[config.mk]
export PLATFORM = sky130hd
export DESIGN_NAME = uart_csr_unit
export DESIGN_NICKNAME = d
export VERILOG_FILES = /design/src/rtl/uart_csr_pkg.sv /design/src/rtl/uart_csr_rstsync.sv /design/src/rtl/uart_csr_decode.sv /design/src/rtl/uart_csr_ctrl.sv /design/src/rtl/uart_csr_status.sv /design/src/rtl/uart_csr_unit.sv
export SDC_FILE = /design/constraint.sdc
export NUM_CORES = 1
export LEC_CHECK = 0
export BUFFER_PORTS_ARGS = -buffer_cell sky130_fd_sc_hd__buf_2
export CORE_ASPECT_RATIO = 0.9
export CORE_UTILIZATION = 51
export CTS_BUF_LIST = sky130_fd_sc_hd__clkbuf_4 sky130_fd_sc_hd__clkbuf_8
export DETAILED_ROUTE_END_ITERATION = 6
export PLACE_DENSITY = 0.95
export SETUP_SLACK_MARGIN = 0.4
export SYNTH_ARGS = -nofsm -noshare
export SYNTH_HDL_FRONTEND = slang
export SYNTH_SLANG_ARGS = --single-unit
[constraint.sdc]
create_clock -name clk -period 3.5 [get_ports clk]
set_input_delay 0.175 -clock clk [delete_from_list [all_inputs] [get_ports clk]]
set_output_delay 0.175 -clock clk [all_outputs]
set_load 0.02 [all_outputs]
[src/rtl/uart_csr_pkg.sv]
package uart_csr_pkg;

  localparam int unsigned WORD_W = 32;
  localparam int unsigned CHAR_W = 8;
  localparam int unsigned DIV_W  = 10;
  localparam int unsigned N_IRQ  = 9;
  localparam int unsigned N_ERR  = 4;

  // control word bit positions
  localparam int unsigned CB_SOFT   = 31;
  localparam int unsigned CB_TXF    = 15;
  localparam int unsigned CB_RXF    = 14;
  localparam int unsigned CB_MIRROR = 13;
  localparam int unsigned CB_LOOP   = 12;
  localparam int unsigned CB_BREAK  = 11;
  localparam int unsigned CB_PARITY = 10;
  localparam int unsigned CB_STOP2  = 9;

  // status word bit positions
  localparam int unsigned SB_TXF_EMPTY = 13;
  localparam int unsigned SB_RXF_EMPTY = 12;
  localparam int unsigned SB_TXF_FULL  = 11;
  localparam int unsigned SB_TXF_HALF  = 10;
  localparam int unsigned SB_RX_TOGGLE = 9;
  localparam int unsigned SB_RXF_FULL  = 8;
  localparam int unsigned SB_RXF_HALF  = 7;
  localparam int unsigned SB_TX_IDLE   = 6;
  localparam int unsigned SB_TX_READY  = 5;
  localparam int unsigned SB_RX_READY  = 4;

  // control bits that hold state; everything else reads 0
  localparam logic [WORD_W-1:0] CTRL_KEEP = 32'h8000_FFFF;

  typedef enum logic [2:0] {
    SEL_RXBUF  = 3'd0,
    SEL_TXHOLD = 3'd1,
    SEL_CTRL   = 3'd2,
    SEL_STAT   = 3'd3,
    SEL_BAUD   = 3'd4,
    SEL_NONE   = 3'd7
  } csr_sel_e;

  typedef struct packed {
    logic rd_rxbuf;
    logic wr_txhold;
    logic wr_ctrl;
    logic rd_stat;
    logic wr_baud;
  } csr_acc_t;

  // status bit that feeds interrupt enable i
  function automatic int unsigned irq_src_bit(input int unsigned i);
    return (i == 8) ? SB_TXF_HALF : i;
  endfunction

endpackage

[src/rtl/uart_csr_rstsync.sv]
module uart_csr_rstsync #(
  parameter int unsigned STAGES = 2
) (
  input  logic clk,
  input  logic rst_n,
  output logic rst_sync_n
);

  logic [STAGES-1:0] shift_q;

  always_ff @(posedge clk or negedge rst_n) begin
    if (!rst_n) shift_q <= '0;
    else        shift_q <= {shift_q[STAGES-2:0], 1'b1};
  end

  assign rst_sync_n = shift_q[STAGES-1];

endmodule

[src/rtl/uart_csr_decode.sv]
module uart_csr_decode
  import uart_csr_pkg::*;
#(
  parameter int unsigned ADDR_W = 5
) (
  input  logic              sel,
  input  logic              wr,
  input  logic [ADDR_W-1:0] addr,
  output csr_sel_e          rsel,
  output logic              rd_en,
  output csr_acc_t          acc
);

  localparam int unsigned WIDX_W = ADDR_W - 2;

  logic [WIDX_W-1:0] widx;
  logic              aligned;

  assign widx    = addr[ADDR_W-1:2];
  assign aligned = (addr[1:0] == 2'b00);

  always_comb begin
    rsel = SEL_NONE;
    if (aligned) begin
      case (widx)
        WIDX_W'(0): rsel = SEL_RXBUF;
        WIDX_W'(1): rsel = SEL_TXHOLD;
        WIDX_W'(2): rsel = SEL_CTRL;
        WIDX_W'(3): rsel = SEL_STAT;
        WIDX_W'(4): rsel = SEL_BAUD;
        default:    rsel = SEL_NONE;
      endcase
    end
  end

  assign rd_en = sel & ~wr;

  always_comb begin
    acc           = '0;
    acc.rd_rxbuf  = rd_en        & (rsel == SEL_RXBUF);
    acc.wr_txhold = (sel & wr)   & (rsel == SEL_TXHOLD);
    acc.wr_ctrl   = (sel & wr)   & (rsel == SEL_CTRL);
    acc.rd_stat   = rd_en        & (rsel == SEL_STAT);
    acc.wr_baud   = (sel & wr)   & (rsel == SEL_BAUD);
  end

endmodule

[src/rtl/uart_csr_ctrl.sv]
module uart_csr_ctrl
  import uart_csr_pkg::*;
(
  input  logic              clk,
  input  logic              rst_n,
  input  logic              wr_ctrl,
  input  logic              wr_baud,
  input  logic [WORD_W-1:0] wdata,
  output logic [WORD_W-1:0] ctrl_q,
  output logic [DIV_W-1:0]  div_q,
  output logic              wipe,
  output logic              txf_stb_q,
  output logic              rxf_stb_q,
  output logic              soft_stb_q
);

  logic              ctrl_en, div_en;
  logic [WORD_W-1:0] ctrl_d;
  logic [DIV_W-1:0]  div_d;
  logic              txf_stb_d, rxf_stb_d, soft_stb_d;

  // next state
  always_comb begin
    wipe       = wr_ctrl & wdata[CB_SOFT];
    ctrl_en    = wr_ctrl;
    div_en     = wr_baud | wipe;
    ctrl_d     = wipe ? '0 : (wdata & CTRL_KEEP);
    div_d      = wipe ? '0 : wdata[DIV_W-1:0];
    txf_stb_d  = wr_ctrl & wdata[CB_TXF];
    rxf_stb_d  = wr_ctrl & wdata[CB_RXF];
    soft_stb_d = wipe;
  end

  // registers
  always_ff @(posedge clk or negedge rst_n) begin
    if (!rst_n) begin
      ctrl_q     <= '0;
      div_q      <= '0;
      txf_stb_q  <= 1'b0;
      rxf_stb_q  <= 1'b0;
      soft_stb_q <= 1'b0;
    end else begin
      if (ctrl_en) ctrl_q <= ctrl_d;
      if (div_en)  div_q  <= div_d;
      txf_stb_q  <= txf_stb_d;
      rxf_stb_q  <= rxf_stb_d;
      soft_stb_q <= soft_stb_d;
    end
  end

endmodule

[src/rtl/uart_csr_status.sv]
module uart_csr_status
  import uart_csr_pkg::*;
(
  input  logic              clk,
  input  logic              rst_n,
  input  logic              rd_stat,
  input  logic              wipe,
  input  logic [N_ERR-1:0]  err_evt,
  input  logic [N_IRQ-1:0]  irq_en,
  input  logic              tx_fifo_empty,
  input  logic              rx_fifo_empty,
  input  logic              tx_fifo_full,
  input  logic              tx_fifo_half,
  input  logic              rx_toggled,
  input  logic              rx_fifo_full,
  input  logic              rx_fifo_half,
  input  logic              tx_shift_empty,
  input  logic              tx_ready,
  output logic [WORD_W-1:0] stat_word,
  output logic              irq_q
);

  logic [N_ERR-1:0] sticky_q, sticky_d;
  logic             sticky_en;
  logic [N_IRQ-1:0] src;
  logic             irq_d;

  // sticky line errors: clear by read or soft reset, a new event wins over the read
  always_comb begin
    sticky_en = rd_stat | wipe | (|err_evt);
    if (wipe) sticky_d = '0;
    else      sticky_d = (rd_stat ? '0 : sticky_q) | err_evt;
  end

  always_comb begin
    stat_word               = '0;
    stat_word[SB_TXF_EMPTY] = tx_fifo_empty;
    stat_word[SB_RXF_EMPTY] = rx_fifo_empty;
    stat_word[SB_TXF_FULL]  = tx_fifo_full;
    stat_word[SB_TXF_HALF]  = tx_fifo_half;
    stat_word[SB_RX_TOGGLE] = rx_toggled;
    stat_word[SB_RXF_FULL]  = rx_fifo_full;
    stat_word[SB_RXF_HALF]  = rx_fifo_half;
    stat_word[SB_TX_IDLE]   = tx_shift_empty;
    stat_word[SB_TX_READY]  = tx_ready;
    stat_word[SB_RX_READY]  = ~rx_fifo_empty;
    stat_word[N_ERR-1:0]    = sticky_q;
  end

  for (genvar g = 0; g < N_IRQ; g++) begin : g_src
    assign src[g] = stat_word[irq_src_bit(g)];
  end

  assign irq_d = |(src & irq_en);

  always_ff @(posedge clk or negedge rst_n) begin
    if (!rst_n) begin
      sticky_q <= '0;
      irq_q    <= 1'b0;
    end else begin
      if (sticky_en) sticky_q <= sticky_d;
      irq_q <= irq_d;
    end
  end

endmodule

[src/rtl/uart_csr_unit.sv]
module uart_csr_unit
  import uart_csr_pkg::*;
#(
  parameter int unsigned ADDR_W     = 5,
  parameter int unsigned RST_STAGES = 2
) (
  input  logic              clk,
  input  logic              rst_n,
  input  logic              bus_sel,
  input  logic              bus_wr,
  input  logic [ADDR_W-1:0] bus_addr,
  input  logic [31:0]       bus_wdata,
  output logic [31:0]       bus_rdata,
  input  logic [7:0]        rx_byte,
  input  logic [3:0]        rx_flags,
  output logic              rx_pop,
  input  logic              rx_fifo_empty,
  input  logic              rx_fifo_full,
  input  logic              rx_fifo_half,
  input  logic              rx_toggled,
  output logic [7:0]        tx_byte,
  output logic              tx_push,
  input  logic              tx_fifo_empty,
  input  logic              tx_fifo_full,
  input  logic              tx_fifo_half,
  input  logic              tx_shift_empty,
  input  logic              tx_ready,
  input  logic [3:0]        err_event,
  output logic              txf_flush,
  output logic              rxf_flush,
  output logic              soft_clear,
  output logic              cfg_loopback,
  output logic              cfg_break,
  output logic              cfg_parity,
  output logic              cfg_two_stop,
  output logic [9:0]        cfg_div,
  output logic              irq
);

  localparam int unsigned ERR_LSB = CHAR_W + 4;

  logic              rst_sync_n;
  csr_sel_e          rsel;
  logic              rd_en;
  csr_acc_t          acc;
  logic [WORD_W-1:0] ctrl_word;
  logic [DIV_W-1:0]  div_word;
  logic [WORD_W-1:0] stat_word;
  logic [WORD_W-1:0] rxbuf_word;
  logic              wipe;
  logic              push_d, push_q;
  logic [CHAR_W-1:0] txb_q;

  uart_csr_rstsync #(.STAGES(RST_STAGES)) u_rstsync (
    .clk        (clk),
    .rst_n      (rst_n),
    .rst_sync_n (rst_sync_n)
  );

  uart_csr_decode #(.ADDR_W(ADDR_W)) u_decode (
    .sel   (bus_sel),
    .wr    (bus_wr),
    .addr  (bus_addr),
    .rsel  (rsel),
    .rd_en (rd_en),
    .acc   (acc)
  );

  uart_csr_ctrl u_ctrl (
    .clk        (clk),
    .rst_n      (rst_sync_n),
    .wr_ctrl    (acc.wr_ctrl),
    .wr_baud    (acc.wr_baud),
    .wdata      (bus_wdata),
    .ctrl_q     (ctrl_word),
    .div_q      (div_word),
    .wipe       (wipe),
    .txf_stb_q  (txf_flush),
    .rxf_stb_q  (rxf_flush),
    .soft_stb_q (soft_clear)
  );

  uart_csr_status u_status (
    .clk            (clk),
    .rst_n          (rst_sync_n),
    .rd_stat        (acc.rd_stat),
    .wipe           (wipe),
    .err_evt        (err_event),
    .irq_en         (ctrl_word[N_IRQ-1:0]),
    .tx_fifo_empty  (tx_fifo_empty),
    .rx_fifo_empty  (rx_fifo_empty),
    .tx_fifo_full   (tx_fifo_full),
    .tx_fifo_half   (tx_fifo_half),
    .rx_toggled     (rx_toggled),
    .rx_fifo_full   (rx_fifo_full),
    .rx_fifo_half   (rx_fifo_half),
    .tx_shift_empty (tx_shift_empty),
    .tx_ready       (tx_ready),
    .stat_word      (stat_word),
    .irq_q          (irq)
  );

  // receive buffer view: character plus optional mirrored error tags
  always_comb begin
    rxbuf_word = '0;
    if (!rx_fifo_empty) begin
      rxbuf_word[CHAR_W-1:0] = rx_byte;
      if (ctrl_word[CB_MIRROR]) rxbuf_word[ERR_LSB +: N_ERR] = rx_flags;
    end
  end

  assign rx_pop = acc.rd_rxbuf & ~rx_fifo_empty;

  // read mux
  always_comb begin
    bus_rdata = '0;
    if (rd_en) begin
      case (rsel)
        SEL_RXBUF: bus_rdata = rxbuf_word;
        SEL_CTRL:  bus_rdata = ctrl_word;
        SEL_STAT:  bus_rdata = stat_word;
        SEL_BAUD:  bus_rdata = {{(WORD_W-DIV_W){1'b0}}, div_word};
        default:   bus_rdata = '0;
      endcase
    end
  end

  // transmit push path
  assign push_d = acc.wr_txhold & ~tx_fifo_full;

  always_ff @(posedge clk or negedge rst_sync_n) begin
    if (!rst_sync_n) begin
      push_q <= 1'b0;
      txb_q  <= '0;
    end else begin
      push_q <= push_d;
      if (acc.wr_txhold) txb_q <= bus_wdata[CHAR_W-1:0];
    end
  end

  assign tx_push      = push_q;
  assign tx_byte      = txb_q;
  assign cfg_loopback = ctrl_word[CB_LOOP];
  assign cfg_break    = ctrl_word[CB_BREAK];
  assign cfg_parity   = ctrl_word[CB_PARITY];
  assign cfg_two_stop = ctrl_word[CB_STOP2];
  assign cfg_div      = div_word;

endmodule

# Word-level counts from Yosys, hierarchy flattened

Index checks and enable logic that the tools add are counted.

Register bits: 61
Bits of input ports: 66

Equality and inequality tests: 8
Multiplexer cells: 11
Bitwise logic cells: 20
Reductions and logical operators: 5

Operator list:

| cell                                                                   | count |
|---|---|
| 32-bit case mux with 4 select lines                                    | 1 |
| 32-bit 2-to-1 mux                                                      | 2 |
| 4-bit 2-to-1 mux                                                       | 4 |
| 3-bit case mux with 5 select lines                                     | 1 |
| 1-bit bitwise AND                                                      | 12 |
| 3-bit by 2-bit equality test with 1-bit output (second input constant) | 4 |
| 10-bit 2-to-1 mux                                                      | 1 |
| 9-bit bitwise AND                                                      | 1 |
| 9-bit OR reduction                                                     | 1 |
| 8-bit 2-to-1 mux                                                       | 1 |
| 3-bit by 1-bit equality test with 1-bit output (second input constant) | 2 |
| 3-bit equality test (second input constant)                            | 2 |
| 3-bit zero test                                                        | 2 |
| 4-bit OR                                                               | 1 |
| 4-bit OR reduction                                                     | 1 |
| 3-bit 2-to-1 mux                                                       | 1 |
| 1-bit NOT                                                              | 3 |
| 1-bit OR                                                               | 3 |
| 2-bit zero test                                                        | 1 |

# Depth between registers and ports, before layout

Depth after elaboration: 8
Gate-level depth with buffers: 7
Mapped depth without buffers: 4

# By module

Synthesis repeated with hierarchy kept, for this count alone.

Cells, all modules: 277
Area, all modules: 2896.5 um^2

Modules (own cells, without submodules):

| module           | instances | cells each | area an instance (um^2) |
|---|---|---|---|
| uart_csr_ctrl    | 1         | 93         | 1244.9 |
| uart_csr_unit    | 1         | 117        | 1067.3 |
| uart_csr_status  | 1         | 48         | 420.4 |
| uart_csr_decode  | 1         | 16         | 110.1 |
| uart_csr_rstsync | 1         | 3          | 53.8 |

# Worst setup path after synthesis

OpenSTA, ideal clock, no wires.

Kind: input port to output port
Start point: input port bus_addr[2]
End point: output port bus_rdata[12]
Arrival time: 1710 ps
Required time: 3325 ps
Path slack: 1615 ps
Cell stages on the path: 5
Buffers on the path: 1
Path through: buf_6 > nor4_1 > and2_1 > nand3_1 > a21oi_1

Word-level cells in the longest chain between the ends: 6
Elaborated cells on any way between the ends: 13

RTL lines:

| item                                              | line                  | text |
|---|---|---|
| start, declared                                   | uart_csr_unit.sv:11   | `input logic [ADDR_W-1:0] bus_addr,` |
| 3-bit equality test, or another cell as far along | uart_csr_decode.sv:25 | `case (widx)` |
| 3-bit case mux with 5 select lines (*)            | uart_csr_decode.sv:25 |  |
| 3-bit 2-to-1 mux (*)                              | uart_csr_decode.sv:24 | `if (aligned) begin` |
| 3-bit equality test, or another cell as far along | uart_csr_unit.sv:118  | `case (rsel)` |
| 32-bit case mux with 4 select lines (*)           | uart_csr_unit.sv:118  |  |
| 32-bit 2-to-1 mux (*)                             | uart_csr_unit.sv:117  | `if (rd_en) begin` |
| end, declared                                     | uart_csr_unit.sv:13   | `output logic [31:0] bus_rdata,` |

Every way passes the cells marked *; elsewhere a longest branch is shown, timed or not.

# Final worst setup path

Start point: input port bus_addr[3]
End point: output port bus_rdata[4]

The elaborated chain is that of the path after synthesis.

==> results.cfg <==
[status]
status = completed

[floorplan]
chipHeight_um = 69.15
row_count = 24
initial_core_util_pct = 52.85
die_w_um = 76.61
core_um2 = 4835
io_pins = 126
dieArea_um2 = 5297

[detailed_routing]
via_per_inst = 5.462
avgRoutedWirePerCell_um = 15.56
drcViolationCount = 0
wl_um = 6394
vias = 2245
first_iter_violations = 150
ant_nets = 0
first_pass_iters = 4

[critical_path]
cp.arrival_ns = 2.02
slowest_stage = nand2_1
required_ns = 3.32
worst-path-buf-inv = 2
cp_cell_sequence = buf_2, nand2b_1, a21boi_0, nand2_1, o32ai_1, buf_2
critPathTopFamily = simple AND/OR/NAND/NOR gates
crit_top_cell = buf_2
r2r_cells = 2
end_kind = output pin
worstSetupStartpointType = input pin
slowest_delay_ns = 0.39
path_depth = 6
critPathMaxFanout = 20
criticalPathCategory = in -> out

[power_and_ir_drop]
leakagePower_nw = 1.529
vdd_drop_max_uv = 284.7
swShare_pct = 29.10
p_seq_share_pct = 49.2
pwr_density_cell_nw_per_um2 = 407.4
fin_total_pwr_mw = 1.261
clockPowerShare_pct = 31.7
netSwitchingPower_mw = 0.3669
combinationalPowerShare_pct = 19.1
internal-power_mw = 0.8938

[synth]
avgSynthCellArea_um2 = 10.06
yosys.area_share.adder_pct = 0
syn_inst = 254
ys_warn_count = 0
synth-xor-area-share_pct = 0
synthArstFlopShare_pct = 100.0
ys.flop_type = dfrtp_1
ys_seq_area_share_pct = 45.05
synth-edff-count = 0
synth.distinct_cells = 42
synth_top_family_by_area = simple AND/OR/NAND/NOR gates
synth_compound_area_share_pct = 17.63
netlist_area_um2 = 2555
synth_seq_cells = 46
synth-simple-area-share_pct = 17.92
synth_mux_area_share_pct = 9.158

[clock_tree]
cts_root_buf = clkbuf_8
cts_resized = 0
path_clk_slew_ns = 0.08
cts_buffers = 5
cts_tree = done
clkSinkCount = 46
cts.path.max_buffers = 2
clock_latency_ns = 0.30
h-tree-depth = 2

[timing]
rsz0062_at_grt = false
clock_skew_ns = 0.002964
fin_setup_tns_ns = 0
setup_viol = 0
worst_pin_slew_ns = 0.9514
finalCritPeriodShare_pct = 62.73
maxSlewViolCount = 0
hold-worst-slack_ns = 0.06184
slew_headroom_pct = 36.58
max_freq_mhz = 455.4
finalHoldViolations = 0
finalCriticalPeriod_ns = 2.196

[placement]
port_buffers = 95
hpwl_um = 4666
gp_congestion = 0.8302

[run]
cap_violations = 0

[grt]
grt_first_pass_wirelength_um = 10340
grt_overflow = 0
grt_use_total_pct = 25.17
grt_max_degree = 45
grt_pass1_vias = 2161
antenna_found_initial = 0

[finish]
area_growth_pct = 21.11
mostFrequentLayoutCells = buf_2 (95), dfrtp_1 (45), nand2_1 (26)
diodes = 0
drive_above_1_share_pct = 39.60
final_util_pct = 64.00
nets = 411
final_common_cell = buf_2

[hold_path]
hold_class = in -> reg
hold_path_depth = 2
-- flip-flops by register name, summed over array words and instances (netlist names) --
signal,count
tx_byte,8
u_ctrl.ctrl_q,17
u_status.irq_q,1
u_ctrl.rxf_stb_q,1
u_rstsync.shift_q,2
u_status.sticky_q,4
u_ctrl.txf_stb_q,1
u_ctrl.soft_stb_q,1
tx_push,1
u_ctrl.div_q,10
-- repair_timing --
| item | CTS | global route |
|---|---|---|
| endpoints found under the hold margin | 2 | 0 |
| setup buffers | 0 | 0 |
| hold buffers | 1 | 0 |
-- worst register-to-register path: cells and delay by family, from the launching register on --
family,cells,cell delay [ns]
simple gates,1,0.13
compound gates,1,0.36
flops,1,0.42
-- synth_stat cells (6+ instances only) --
cell type	number	area, um^2
nand2_1	26	97.59
nand3_1	6	30.03
a22o_1	7	61.31
mux2_2	11	123.9
o21ai_2	12	105.1
nand2b_1	16	100.1
a21oi_1	12	60.06
inv_1	10	37.54
dfrtp_1	46	1151
buf_4	17	127.6
a22oi_1	10	75.07
nor2_1	19	71.32
mux2i_1	11	110.1
-- power by group through the flow --
stage / Combinational, mW / Clock, mW / Sequential [mW]
final: 0.241 / 0.399 / 0.620
after global placement: 0.230 / 0 / 0.627
after global routing: 0.260 / 0.424 / 0.627
after CTS: 0.240 / 0.405 / 0.620
after floorplan: 0.118 / 0 / 0.667
after detailed placement: 0.239 / 0 / 0.630
-- cell families (layout without fill, tap and decap cells) --
| kind of cell | after synthesis | count (layout) |
|---|---|---|
| AO/OA/AOI/OAI | 61 | 61 |
| buffers and inverters | 38 | 116 |
| flip-flops | 46 | 46 |
| multiplexers | 22 | 22 |
| other | 2 | 16 |
| AND/OR/NAND/NOR | 85 | 85 |
-- path summary, 6_finish.rpt --
kind | from | slack [ns] | end
min in group asynchronous | rst_n | 0.17 | u_rstsync.shift_q[0]
max | bus_addr[3] | 1.30 | bus_rdata[4]
max in group asynchronous | u_rstsync.shift_q[1] | 2.48 | u_ctrl.ctrl_q[2]
min reg2reg | u_rstsync.shift_q[0] | 0.36 | u_rstsync.shift_q[1]
min | tx_fifo_full | 0.06 | tx_push
max reg2reg | u_ctrl.ctrl_q[1] | 2.46 | u_status.irq_q
-- per-layer routing --
layer / track usage (%) / wire length [um] / vias up
li1: - / - / 1048
met1: 31.44 / 2550 / 1058
met2: 40.94 / 3148 / 125
met3: 7.020 / 587 / 14
met4: 10.90 / 108 / 0
met5: 0 / 0 / -
-- stage by stage --
step | setup WS (ns) | cell area (um^2) | std cells
6_report | 1.304 | 3094 | 411
5_1_grt | 1.175 | 3094 | 411
4_1_cts | 1.325 | 3094 | 411
3_5_place_dp | 1.335 | 2970 | 402
3_3_place_gp | 1.376 | 2970 | 402
2_1_floorplan | 1.615 | 2608 | 268
-- cell type report --
class                      count  area, um^2
inverter                      10       37.54
fill                         386        1740
multi-input combinational    184        1209
timing repair buffer          98       500.5
sequential                    46        1152
clock inverter                 2       37.54
tap                           65       81.33
clock buffer                   6       76.32
Note: power is estimated with default switching activity, not from simulation.
